`src/rtl/cmdtrk_pkg.sv`:
```
package cmdtrk_pkg;

  // Address bit positions that qualify commands (fixed by the command set).
  localparam int AP_BIT = 10;
  localparam int BC_BIT = 12;

  typedef enum logic [3:0] {
    CMD_DESEL  = 4'd0,
    CMD_NOP    = 4'd1,
    CMD_ACT    = 4'd2,
    CMD_PRE    = 4'd3,
    CMD_PREA   = 4'd4,
    CMD_RD     = 4'd5,
    CMD_WR     = 4'd6,
    CMD_MRS    = 4'd7,
    CMD_REF    = 4'd8,
    CMD_SRE    = 4'd9,
    CMD_PDE    = 4'd10,
    CMD_EXIT   = 4'd11,
    CMD_ZQL    = 4'd12,
    CMD_ZQS    = 4'd13,
    CMD_SLEEP  = 4'd14,
    CMD_BADCKE = 4'd15
  } cmd_e;

  // Strobes from the decoder to the bank table.
  typedef struct packed {
    logic openStb;
    logic closeOne;
    logic closeAll;
  } bank_strb_t;

endpackage

```
`src/rtl/bank_table.sv`:
```
module bank_table
  import cmdtrk_pkg::*;
#(
  parameter int NUM_BANKS = 8,
  parameter int ROW_W     = 14,
  localparam int BANK_W   = $clog2(NUM_BANKS)
) (
  input  logic                 clk,
  input  logic                 rst_n,
  input  bank_strb_t           strb,
  input  logic [BANK_W-1:0]    selBank,
  input  logic [ROW_W-1:0]     newRow,
  output logic [NUM_BANKS-1:0] openVec,
  output logic [ROW_W-1:0]     selRow
);

  logic [ROW_W-1:0] rowMem [NUM_BANKS];

  for (genvar b = 0; b < NUM_BANKS; b++) begin : g_bank
    logic hit;
    assign hit = (selBank == BANK_W'(b));

    always_ff @(posedge clk or negedge rst_n) begin
      if (!rst_n) begin
        openVec[b] <= 1'b0;
        rowMem[b]  <= '0;
      end else if (strb.closeAll) begin
        openVec[b] <= 1'b0;
      end else if (strb.closeOne && hit) begin
        openVec[b] <= 1'b0;
      end else if (strb.openStb && hit) begin
        openVec[b] <= 1'b1;
        rowMem[b]  <= newRow;
      end
    end
  end

  assign selRow = rowMem[selBank];

  // a close-all leaves no bank open
  p_close_all_r4: assert property (@(posedge clk) disable iff (!rst_n)
    strb.closeAll |=> (openVec == '0));

  // an open strobe leaves the selected bank open
  p_open_sets_r3: assert property (@(posedge clk) disable iff (!rst_n)
    (strb.openStb && !strb.closeAll && !strb.closeOne) |=> openVec[$past(selBank)]);

  // a single-bank close (precharge or auto-precharge) clears that bank
  p_close_one_r7: assert property (@(posedge clk) disable iff (!rst_n)
    strb.closeOne |=> !openVec[$past(selBank)]);

endmodule

```
`src/rtl/cmd_decode.sv`:
```
module cmd_decode
  import cmdtrk_pkg::*;
#(
  parameter int NUM_BANKS = 8,
  parameter int ROW_W     = 14,
  parameter int COL_W     = 10,
  localparam int BANK_W   = $clog2(NUM_BANKS)
) (
  input  logic                 clk,
  input  logic                 rst_n,
  input  logic                 ckePrev,
  input  logic                 ckeCur,
  input  logic                 csN,
  input  logic                 rasN,
  input  logic                 casN,
  input  logic                 weN,
  input  logic [BANK_W-1:0]    bankAddr,
  input  logic [ROW_W-1:0]     addr,
  input  logic [NUM_BANKS-1:0] openVec,
  input  logic [ROW_W-1:0]     selRow,
  output bank_strb_t           strb,
  output cmd_e                 cmdQ,
  output logic [BANK_W-1:0]    bankQ,
  output logic [ROW_W-1:0]     rowQ,
  output logic [COL_W-1:0]     colQ,
  output logic                 apQ,
  output logic                 bcQ,
  output logic                 illQ
);

  logic [2:0] strobes;
  logic       isNop, isRef, bankIsOpen, isAccess, usesBank, bad;
  cmd_e       cmd;

  assign strobes    = {rasN, casN, weN};
  assign isNop      = csN || (strobes == 3'b111);
  assign isRef      = !csN && (strobes == 3'b001);
  assign bankIsOpen = openVec[bankAddr];

  always_comb begin
    cmd = CMD_DESEL;
    unique case ({ckePrev, ckeCur})
      2'b00: cmd = CMD_SLEEP;
      2'b01: cmd = CMD_EXIT;
      2'b10: begin
        if (isNop)      cmd = CMD_PDE;
        else if (isRef) cmd = CMD_SRE;
        else            cmd = CMD_BADCKE;
      end
      default: begin
        if (csN) cmd = CMD_DESEL;
        else begin
          unique case (strobes)
            3'b111: cmd = CMD_NOP;
            3'b011: cmd = CMD_ACT;
            3'b010: cmd = addr[AP_BIT] ? CMD_PREA : CMD_PRE;
            3'b101: cmd = CMD_RD;
            3'b100: cmd = CMD_WR;
            3'b000: cmd = CMD_MRS;
            3'b001: cmd = CMD_REF;
            default: cmd = addr[AP_BIT] ? CMD_ZQL : CMD_ZQS;
          endcase
        end
      end
    endcase
  end

  assign isAccess = (cmd == CMD_RD) || (cmd == CMD_WR);
  assign usesBank = isAccess || (cmd == CMD_ACT) || (cmd == CMD_PRE);

  always_comb begin
    bad = 1'b0;
    if (cmd == CMD_BADCKE)               bad = 1'b1;
    else if (cmd == CMD_ACT && bankIsOpen) bad = 1'b1;
    else if (isAccess && !bankIsOpen)     bad = 1'b1;
  end

  always_comb begin
    strb          = '0;
    strb.openStb  = (cmd == CMD_ACT) && !bad;
    strb.closeAll = (cmd == CMD_PREA);
    strb.closeOne = (cmd == CMD_PRE) || (isAccess && !bad && addr[AP_BIT]);
  end

  always_ff @(posedge clk or negedge rst_n) begin
    if (!rst_n) begin
      cmdQ  <= CMD_DESEL;
      bankQ <= '0;
      rowQ  <= '0;
      colQ  <= '0;
      apQ   <= 1'b0;
      bcQ   <= 1'b0;
      illQ  <= 1'b0;
    end else begin
      cmdQ  <= cmd;
      bankQ <= usesBank ? bankAddr : '0;
      if (cmd == CMD_ACT && !bad)   rowQ <= addr;
      else if (isAccess && !bad)    rowQ <= selRow;
      else                          rowQ <= '0;
      colQ  <= isAccess ? addr[COL_W-1:0] : '0;
      apQ   <= isAccess && addr[AP_BIT];
      bcQ   <= isAccess && !addr[BC_BIT];
      illQ  <= bad;
    end
  end

  // a rejected command leaves the bank state as it was
  p_illegal_frozen_r10: assert property (@(posedge clk) disable iff (!rst_n)
    illQ |-> (openVec == $past(openVec)));

  // chip select high with CKE held high yields deselect
  p_deselect_r2: assert property (@(posedge clk) disable iff (!rst_n)
    (ckePrev && ckeCur && csN) |=> (cmdQ == CMD_DESEL));

  // access qualifiers appear only on reads and writes
  p_flags_access_r6: assert property (@(posedge clk) disable iff (!rst_n)
    (apQ || bcQ) |-> (cmdQ == CMD_RD || cmdQ == CMD_WR));

  // a rising CKE is an exit whatever the pins say
  p_exit_r9: assert property (@(posedge clk) disable iff (!rst_n)
    (!ckePrev && ckeCur) |=> (cmdQ == CMD_EXIT));

endmodule

```
`src/rtl/cmd_bank_decoder.sv`:
```
module cmd_bank_decoder
  import cmdtrk_pkg::*;
#(
  parameter int NUM_BANKS = 8,
  parameter int ROW_W     = 14,
  parameter int COL_W     = 10,
  localparam int BANK_W   = $clog2(NUM_BANKS)
) (
  input  logic                 clk,
  input  logic                 rst_n,
  input  logic                 ckePrev,
  input  logic                 ckeCur,
  input  logic                 csN,
  input  logic                 rasN,
  input  logic                 casN,
  input  logic                 weN,
  input  logic [BANK_W-1:0]    bankAddr,
  input  logic [ROW_W-1:0]     addr,
  output logic [3:0]           cmdCode,
  output logic [BANK_W-1:0]    cmdBank,
  output logic [ROW_W-1:0]     cmdRow,
  output logic [COL_W-1:0]     cmdCol,
  output logic                 autoPre,
  output logic                 burstChop,
  output logic                 illegal,
  output logic [NUM_BANKS-1:0] bankOpen
);

  bank_strb_t       strb;
  logic [ROW_W-1:0] selRow;
  cmd_e             cmdQ;

  cmd_decode #(.NUM_BANKS(NUM_BANKS), .ROW_W(ROW_W), .COL_W(COL_W)) u_ctrl (
    .clk(clk), .rst_n(rst_n),
    .ckePrev(ckePrev), .ckeCur(ckeCur),
    .csN(csN), .rasN(rasN), .casN(casN), .weN(weN),
    .bankAddr(bankAddr), .addr(addr),
    .openVec(bankOpen), .selRow(selRow),
    .strb(strb),
    .cmdQ(cmdQ), .bankQ(cmdBank), .rowQ(cmdRow), .colQ(cmdCol),
    .apQ(autoPre), .bcQ(burstChop), .illQ(illegal)
  );

  bank_table #(.NUM_BANKS(NUM_BANKS), .ROW_W(ROW_W)) u_banks (
    .clk(clk), .rst_n(rst_n),
    .strb(strb), .selBank(bankAddr), .newRow(addr),
    .openVec(bankOpen), .selRow(selRow)
  );

  assign cmdCode = cmdQ;

endmodule

```
`config.mk`:
```
export PLATFORM = sky130hd
export DESIGN_NAME = cmd_bank_decoder
export DESIGN_NICKNAME = d
export VERILOG_FILES = /design/src/rtl/cmdtrk_pkg.sv /design/src/rtl/bank_table.sv /design/src/rtl/cmd_decode.sv /design/src/rtl/cmd_bank_decoder.sv
export SDC_FILE = /design/constraint.sdc
export NUM_CORES = 1
export LEC_CHECK = 0
export ABC_AREA = 0
export ABC_CLOCK_PERIOD_IN_PS = 2380
export BUFFER_PORTS_ARGS = -buffer_cell sky130_fd_sc_hd__buf_2
export CAP_MARGIN = 20
export CORE_MARGIN = 2
export CORE_UTILIZATION = 44
export CTS_CLUSTER_DIAMETER = 150
export DETAILED_ROUTE_END_ITERATION = 10
export HOLD_SLACK_MARGIN = 0.12
export SKIP_CTS_REPAIR_TIMING = 1
export SYNTH_ARGS = -nofsm -noshare
export SYNTH_HDL_FRONTEND = slang
export SYNTH_SLANG_ARGS = --single-unit
```
`constraint.sdc`:
```
create_clock -name clk -period 2.38 [get_ports clk]
set_clock_uncertainty 0.1 [all_clocks]
set_input_delay 0.119 -clock clk [delete_from_list [all_inputs] [get_ports clk]]
set_output_delay 0.119 -clock clk [all_outputs]
set_load 0.01 [all_outputs]
```
# Yosys cells after proc, flatten, opt, wreduce, memory -nomap -nowiden
# Cells that the tools add are included.
[totals] register_bits=154 inputBits=25 out_inout_bits=42 word_cells=151
[op_classes] n_lt_le_gt_ge=2 eq_ne=21 mux=43 bitwise=10 reduce_logical=52
[ops] op="$mux 14" count=4
[ops] op="$bmux 14 s3" count=1
[ops] op="$mux 1" count=29
[ops] op="$pmux 4 s7" count=1
[ops] op="$logic_and 1x1->1" count=24
[ops] op="$reduce_and 3->1" count=8
[ops] op="$reduce_bool 3->1" count=8
[ops] op="$eq 3x3->1 const B" count=7
[ops] op="$eq 3x2->1 const B" count=4
[ops] op="$eq 4x3->1 const B" count=3
[ops] op="$pmux 4 s3" count=1
[ops] op="$mux 10" count=1
[ops] op="$mux 3" count=3
[ops] op="$not 1->1" count=9
[ops] op="$eq 4x2->1 const B" count=2
[ops] op="$mux 4" count=2
[ops] op="$eq 3x1->1 const B" count=2
[ops] op="$logic_not 3->1" count=2
[ops] op="$logic_or 1x1->1" count=5
[ops] op="$eq 4x4->1 const B" count=1
[ops] op="$ge 4x4->1 const B" count=1
[ops] op="$logic_not 1->1" count=4
[ops] op="$lt 3x4->1 const B" count=1
[ops] op="$not 3->4" count=1
[ops] op="4 further kinds" count=4

# Logic depth before layout (Yosys ltp)
# Gate-level depths: netlist of run 1.
[logic_depth] ltp_word=18 mapped_depth=10 depth_no_buf=7

# Modules after synthesis
# From an unflattened synthesis of run 1, not the netlist that was laid out.
[hier_totals] hier_cells=543 area_unflattened_um2=7114.3
[modules_own_cells] module="bank_table" instances=1 cells_each=399 area_per_inst_um2=5486.5
[modules_own_cells] module="cmd_decode" instances=1 cells_each=144 area_per_inst_um2=1627.8

# Worst setup path before layout of run 1
# OpenSTA, ideal clock, no wires.
[synth_path] path_type="reg2reg" from="reg u_banks.openVec[7]" to="reg u_banks.rowMem[102] in the netlist's numbering" arrival_ns=2.248 required_ns=2.155 slack_ns=-0.093 path_stages_with_launch=7 path_buffers=1 period_less_slack_ns=2.473 cell_sequence="dfrtp_1 mux4_2 mux2_2 nor3_4 nand3_2 buf_6 mux2_2"
[synth_via] elab_chain_len=14
[synth_rtl] element="from (decl)" line="bank_table.sv:13" text="output logic [NUM_BANKS-1:0] openVec,"
[synth_rtl] element="from (signal, indexed assignment)" line="bank_table.sv:25" text="openVec[b] <= 1'b0;"
[synth_rtl] element="from (signal, indexed assignment)" line="bank_table.sv:28" text="openVec[b] <= 1'b0;"
[synth_rtl] element="from (signal, indexed assignment)" line="bank_table.sv:30" text="openVec[b] <= 1'b0;"
[synth_rtl] element="$bmux 1 s3 (*)" line="cmd_decode.sv:38" text="assign bankIsOpen = openVec[bankAddr];"
[synth_rtl] element="$mux 1 (not written as such) (*)" line="cmd_decode.sv:38"
[synth_rtl] element="$logic_not 1->1" line="cmd_decode.sv:75" text="else if (isAccess && !bankIsOpen) bad = 1'b1;"
[synth_rtl] element="$logic_and 1x1->1" line="cmd_decode.sv:75"
[synth_rtl] element="$mux 1" line="cmd_decode.sv:75"
[synth_rtl] element="$mux 1 (*)" line="cmd_decode.sv:74" text="else if (cmd == CMD_ACT && bankIsOpen) bad = 1'b1;"
[synth_rtl] element="$mux 1 (*)" line="cmd_decode.sv:73" text="if (cmd == CMD_BADCKE) bad = 1'b1;"
[synth_rtl] element="$logic_not 1->1 (*)" line="cmd_decode.sv:80, cmd_decode.sv:82"
[synth_rtl] element="$logic_and 1x1->1 (2 in a row)" line="cmd_decode.sv:82" text="strb.closeOne = (cmd == CMD_PRE) || (isAccess && !bad && addr[AP_BIT]);"
[synth_rtl] element="$logic_or 1x1->1" line="cmd_decode.sv:82"
[synth_rtl] element="$logic_and 1x1->1" line="bank_table.sv:29" text="end else if (strb.closeOne && hit) begin"
[synth_rtl] element="$not 1->1 (no line)"
[synth_rtl] element="$reduce_and 3->1 (no line) (*)"
[synth_rtl] element="to (signal, indexed assignment)" line="bank_table.sv:33" text="rowMem[b] <= newRow;"
[synth_rtl] element="to (decl)" line="bank_table.sv:17" text="logic [ROW_W-1:0] rowMem [NUM_BANKS];"
# Mark *: on every way between the ends. The rest lies on a longest branch, timed or not. The select of a mux whose other input is x is not followed.
# A chain may end at the register's enable or synchronous reset.

# Final worst setup path of run 1
[layout_path] from="reg u_banks.openVec[6]" to="reg u_banks.rowMem[14] in the netlist's numbering"
# Same word-level chain as after synthesis.

==> flow_metrics.env, run 1 <==
export IMPL_status="finished, final reports clean"
export IMPL_place_inst=755
export IMPL_r2r_end="u_banks.rowMem[14]"
export IMPL_yosysUniqueCellTypes=40
export IMPL_peakVddDrop_mv=0.525
export IMPL_antenna_found_initial=0
export IMPL_overflow=0
export IMPL_worst_pin_slew_ps=569
export IMPL_worstPathArrival_ps=2560
export IMPL_hpwl_um=10500
export IMPL_whs_ps=126
export IMPL_period_needed_ps=2350
export IMPL_critical_path_required_ps=2590
export IMPL_num_nets_final=601
export IMPL_ant_nets=0
export IMPL_hold_viol=0
export IMPL_synth_area_um2=6980
export IMPL_cts_made_buffers=17
export IMPL_syn_area_per_cell_um2=14.8
export IMPL_fillers=1307
export IMPL_power_mw=5.97
export IMPL_synthFlopType="dfrtp_1"
export IMPL_ys_seq_area_frac=0.552
export IMPL_critPathMaxFanout=9
export IMPL_h_tree_depth=4
export IMPL_synth_largest_area_cell="dfrtp_1"
export IMPL_rrSetupSlack_ps=30
export IMPL_die_h_um=130
export IMPL_yosys_register_bits=154
export IMPL_cts_tree="built"
export IMPL_yosysMostFrequentCell="dfrtp_1"
export IMPL_place_area_um2=7740
export IMPL_cts_root_buf="clkbuf_16"
export IMPL_syn_to_final_growth_pct=23.2
export IMPL_gp_congestion=0.764
export IMPL_multi_input_area_um2=2870
export IMPL_hold_class="in -> async"
export IMPL_synthTopCellsByArea="dfrtp_1 55%, mux2_2 18%, mux4_2 9.7%"
export IMPL_track_usage=0.207
export IMPL_core_area_um2=15700
export IMPL_path_clk_slew_ps=60
export IMPL_timing_rr_start="u_banks.openVec[6]"
export IMPL_synth_nets=496
export IMPL_critical_path_startpoint_type="flip-flop"
export IMPL_register_area_um2=3850
export IMPL_ios=67
export IMPL_clock_fmax_mhz=426
export IMPL_rr_worst_depth=7
export IMPL_slew_headroom=0.620
export IMPL_wirelength_um=16200
export IMPL_drc=0
export IMPL_via_count=4361
export IMPL_async_reset_ff_frac=1.00
export IMPL_setup_viol=0
export IMPL_vias_per_cell=5.42
export IMPL_syn_inst=471
export IMPL_grt_pass1_vias=4487
export IMPL_die_x_um=130
export IMPL_cts_sinks=154
export IMPL_finalCritPeriodShare=0.987
export IMPL_fin_util=0.547
export IMPL_diodes=0
export IMPL_maxCapViolations=0
export IMPL_synth_edf_count=0
export IMPL_portBuffers=66
export IMPL_grt_pass1_wl_um=25700
export IMPL_rsz0062_at_grt="yes"
export IMPL_synth_common_cells="154 x dfrtp_1, 113 x mux2_2, 30 x mux4_2"
export IMPL_clk_latency_ps=430
export IMPL_finish_instance_area_um2=8590
export IMPL_dr_pass1_iters=4
export IMPL_drive_gt1_frac=0.504
export IMPL_grt_max_degree=60
export IMPL_power_leakage_nw=4.30
export IMPL_initial_core_util=0.444
export IMPL_wire_per_inst_um=20.1
export IMPL_powerDensity_nw_per_um2=694
export IMPL_finalMaxSlewViolations=0
export IMPL_yosysTopAreaCellShare=0.552
export IMPL_dieArea_um2=16900
export IMPL_rows=46
export IMPL_cts_buffer_depth=2
export IMPL_layout_cells_non_filler=805
export IMPL_crit_path_end_kind="flip-flop"
export IMPL_synth_warnings=0
export IMPL_crit_type="reg -> reg"
export IMPL_drt_initial_drc_count=183
[kinds of logic after synthesis]
| group | Yosys count | synth area share |
|---|---|---|
| DFF | 154 | 0.552 |
| AOI/OAI and AO/OA | 41 | 0.0463 |
| and+or+nand+nor | 64 | 0.0622 |
| xor gates and xnor gates | 2 | 0.00251 |
| buffers and inverters | 53 | 0.0375 |
| muxes | 157 | 0.299 |
[layer usage]
| metal | GRT usage | wire length (um) | up-vias |
|---|---|---|---|
| li1 | - | - | 1959 |
| met1 | 0.289 | 7500 | 2288 |
| met2 | 0.323 | 7810 | 92 |
| met3 | 0.0394 | 625 | 22 |
| met4 | 0.0803 | 270 | 0 |
| met5 | 0 | 0 | - |
[how the worst max path moves through the flow]
stage,end,cells past startpoint,slack (ps),start
final,u_banks.rowMem[14],7,30,u_banks.openVec[6]
after detailed placement,u_banks.rowMem[51],9,30,casN
after global placement,u_banks.rowMem[49],7,70,u_banks.openVec[6]
after global routing,u_banks.rowMem[14],7,-10,u_banks.openVec[7]
after floorplan,u_banks.rowMem[102],6,-80,u_banks.openVec[5]
after CTS,u_banks.rowMem[44],7,20,u_banks.openVec[6]
[per-stage QoR]
step                      TNS [ps]  worst slack (ps)
after floorplan              -5150             -75.6
after global placement           0              67.6
after detailed placement         0              25.8
after CTS                        0              20.1
after global routing         -17.2             -12.4
final                            0              32.0
[sequential cells by signal, indices dropped and copies added (netlist names)]
| signal | cells |
|---|---|
| u_banks.openVec | 8 |
| u_banks.rowMem | 112 |
| u_ctrl.apQ | 1 |
| u_ctrl.bankQ | 3 |
| u_ctrl.bcQ | 1 |
| u_ctrl.cmdQ | 4 |
| u_ctrl.colQ | 10 |
| u_ctrl.illQ | 1 |
| u_ctrl.rowQ | 14 |
[layout by cell type (no fill, tap or decap), drive strengths merged, types with 5 or more instances in the layout]
| cell type | n |
|---|---|
| nand2 | 5 |
| o221ai | 8 |
| nor2 | 7 |
| nand3 | 9 |
| o2bb2ai | 14 |
| mux2 | 113 |
| clkbuf | 18 |
| clkinv | 5 |
| mux2i | 14 |
| nand2b | 8 |
| mux4 | 30 |
| a21oi | 7 |
| and3 | 12 |
| dlygate4sd3 | 17 |
| nor3 | 6 |
| buf | 110 |
| inv | 13 |
| dfrtp | 154 |
[area by class of cell]
cell class,count,share of cell area
multi-input cells,264,0.334
clock inverters,14,0.0227
inverters,12,0.00524
clock buffers,18,0.0511
flip-flops and latches,154,0.448
repair buffers,127,0.107
well taps,216,0.0314
[critical path, stage by stage (launching register included)]
cell,delay (ps)
dfrtp_1,410
mux4_2,460
mux2_4,300
nor3_4,170
buf_12,170
nand3_2,100
buf_4,210
mux2_2,280
[power breakdown]
group	switching [mW]	internal [mW]
Clock	1.09	1.78
Combinational	0.255	0.162
Sequential	0.0167	2.66
Power figures use the tool's default switching activity.
==> run 2: changes to the inputs <==
Settings changed: ABC_CLOCK_PERIOD_IN_PS 2380 to 2700.
Clock period 2.38 ns to 2.7 ns, I/O delays scaled along.
==> run 2 against run 1 <==
Effect of this change:
- total power is 16% lower
- combinational power is 15% lower
- highest routed layer unchanged
- largest power group is now registers
- critical endpoint is now u_ctrl.rowQ[6]
- die area stayed put
==> flow_metrics.env, run 2 (synthesis results as in run 1) <==
export IMPL_status="finished, final reports clean"
export IMPL_rrSetupSlack_ps=100
export IMPL_syn_to_final_growth_pct=21.5
export IMPL_rows=46
export IMPL_die_x_um=130
export IMPL_die_h_um=130
export IMPL_max_flop_register="u_banks.rowMem"
export IMPL_finish_instance_area_um2=8480
export IMPL_wirelength_um=16000
export IMPL_clock_fmax_mhz=384
export IMPL_ant_nets=0
export IMPL_ios=67
export IMPL_period_needed_ps=2600
export IMPL_powerDensity_nw_per_um2=591
export IMPL_gr_usage_met1=0.278
export IMPL_cts_made_buffers=17
export IMPL_largest_register_ffs=112
export IMPL_use_met2=0.333
export IMPL_overflow=0
export IMPL_finalCritPeriodShare=0.964
export IMPL_critPathMaxFanout=8
export IMPL_setup_viol=0
export IMPL_path_clk_slew_ps=60
export IMPL_cts_root_buf="clkbuf_16"
export IMPL_worstPathArrival_ps=2830
export IMPL_vias_per_cell=5.43
export IMPL_final_common_cell="dfrtp_1"
export IMPL_h_tree_depth=4
export IMPL_r2r_end="u_ctrl.rowQ[6]"
export IMPL_top_usage_layer="met2"
export IMPL_cp_cell_sequence="mux4_2 > mux2_2 > nor3_4 > buf_4 > buf_4 > and2_0 > buf_4 > o2bb2ai_1"
export IMPL_cts_tree="built"
export IMPL_cpPeakStageDelay_ps=480
export IMPL_cp_num_buf_inv=3
export IMPL_hold_viol=0
export IMPL_slew_headroom=0.262
export IMPL_drt_initial_drc_count=304
export IMPL_crit_type="reg -> reg"
export IMPL_slowest_stage="mux4_2"
export IMPL_dieArea_um2=16900
export IMPL_dr_pass1_iters=4
export IMPL_maxCapViolations=0
export IMPL_path_delay_family="multiplexers"
export IMPL_crit_path_end_kind="flip-flop"
export IMPL_via_count=4335
export IMPL_timing_rr_start="u_banks.openVec[7]"
export IMPL_rr_worst_depth=8
export IMPL_met3_usage=0.0476
export IMPL_core_area_um2=15700
export IMPL_cts_sinks=154
export IMPL_hpwl_um=10100
export IMPL_finalMaxSlewViolations=0
export IMPL_reg_top3="u_banks.rowMem: 112 flops, u_ctrl.rowQ: 14 flops, u_ctrl.colQ: 10 flops"
export IMPL_wire_per_inst_um=20.1
export IMPL_place_area_um2=7650
export IMPL_drc=0
export IMPL_peakVddDrop_mv=0.453
export IMPL_fin_util=0.540
export IMPL_grt_max_degree=83
export IMPL_power_leakage_nw=4.26
export IMPL_track_usage=0.206
export IMPL_path_common_cell="buf_4"
export IMPL_worst_pin_slew_ps=1100
export IMPL_power_mw=5.01
export IMPL_layout_common_cells="154 x dfrtp_1, 113 x mux2_2, 65 x buf_2"
export IMPL_gp_congestion=0.849
export IMPL_num_nets_final=594
export IMPL_initial_core_util=0.444
export IMPL_rsz0062_at_grt="no"
export IMPL_portBuffers=66
export IMPL_antenna_found_initial=0
export IMPL_clk_latency_ps=420
export IMPL_grt_pass1_vias=4541
export IMPL_whs_ps=145
export IMPL_cp_depth=8
export IMPL_crit_path_start="u_banks.openVec[7]"
export IMPL_dp_slack_ps=-64.9
export IMPL_hold_class="in -> reg"
export IMPL_drive_gt1_frac=0.496
export IMPL_finalWorstSetupSlack_ps=97.8
export IMPL_cts_buffer_depth=2
export IMPL_crit_end="u_ctrl.rowQ[6]"
export IMPL_critical_path_startpoint_type="flip-flop"
export IMPL_grt_pass1_wl_um=25500
export IMPL_critical_path_required_ps=2930
## run 2: tightest hold or removal path, delay by kind of cell
kind	cells	cell delay [ps]
buf+inv	2	280
compound gates	1	70
simple gates	1	120
## run 2: power by group
group          internal [mW]  switching [mW]
Sequential              2.34          0.0150
Combinational          0.134           0.221
Clock                   1.41           0.893
## run 2: area by class of cell
type	count	area, um2
repair buffers	120	862
clock inverters	6	61.3
well taps	216	270
multi-input cells	264	2870
fillers	1306	7230
clock buffers	25	515
diodes	1	2.50
inverters	12	45.0
flip-flops and latches	154	3850
## run 2: worst min-delay path by stage
stage | startpoint | end | slack [ps] | depth (start not counted)
after global placement | rst_n | u_ctrl.rowQ[9] | 130 | 1
after floorplan | rst_n | u_banks.openVec[0] | -260 | 0
final | ckePrev | u_ctrl.cmdQ[2] | 150 | 4
after CTS | rst_n | u_ctrl.illQ | -320 | 1
after global routing | bankAddr[2] | u_ctrl.bankQ[2] | 150 | 3
after detailed placement | rst_n | u_ctrl.rowQ[12] | 140 | 1
## run 2: routing by layer
| layer | share of wire | up-vias |
|---|---|---|
| met1 | 0.45 | 2261 |
| met3 | 0.049 | 30 |
| met5 | 0 | - |
| met4 | 0.018 | 0 |
| li1 | - | 1937 |
| met2 | 0.48 | 107 |
## run 2: per-stage QoR
stage | instances | setup TNS (ps)
floorplan | 471 | 0
CTS | 774 | -1030
global placement | 743 | -45.4
finish | 798 | 0
global route | 797 | 0
detailed placement | 743 | -800
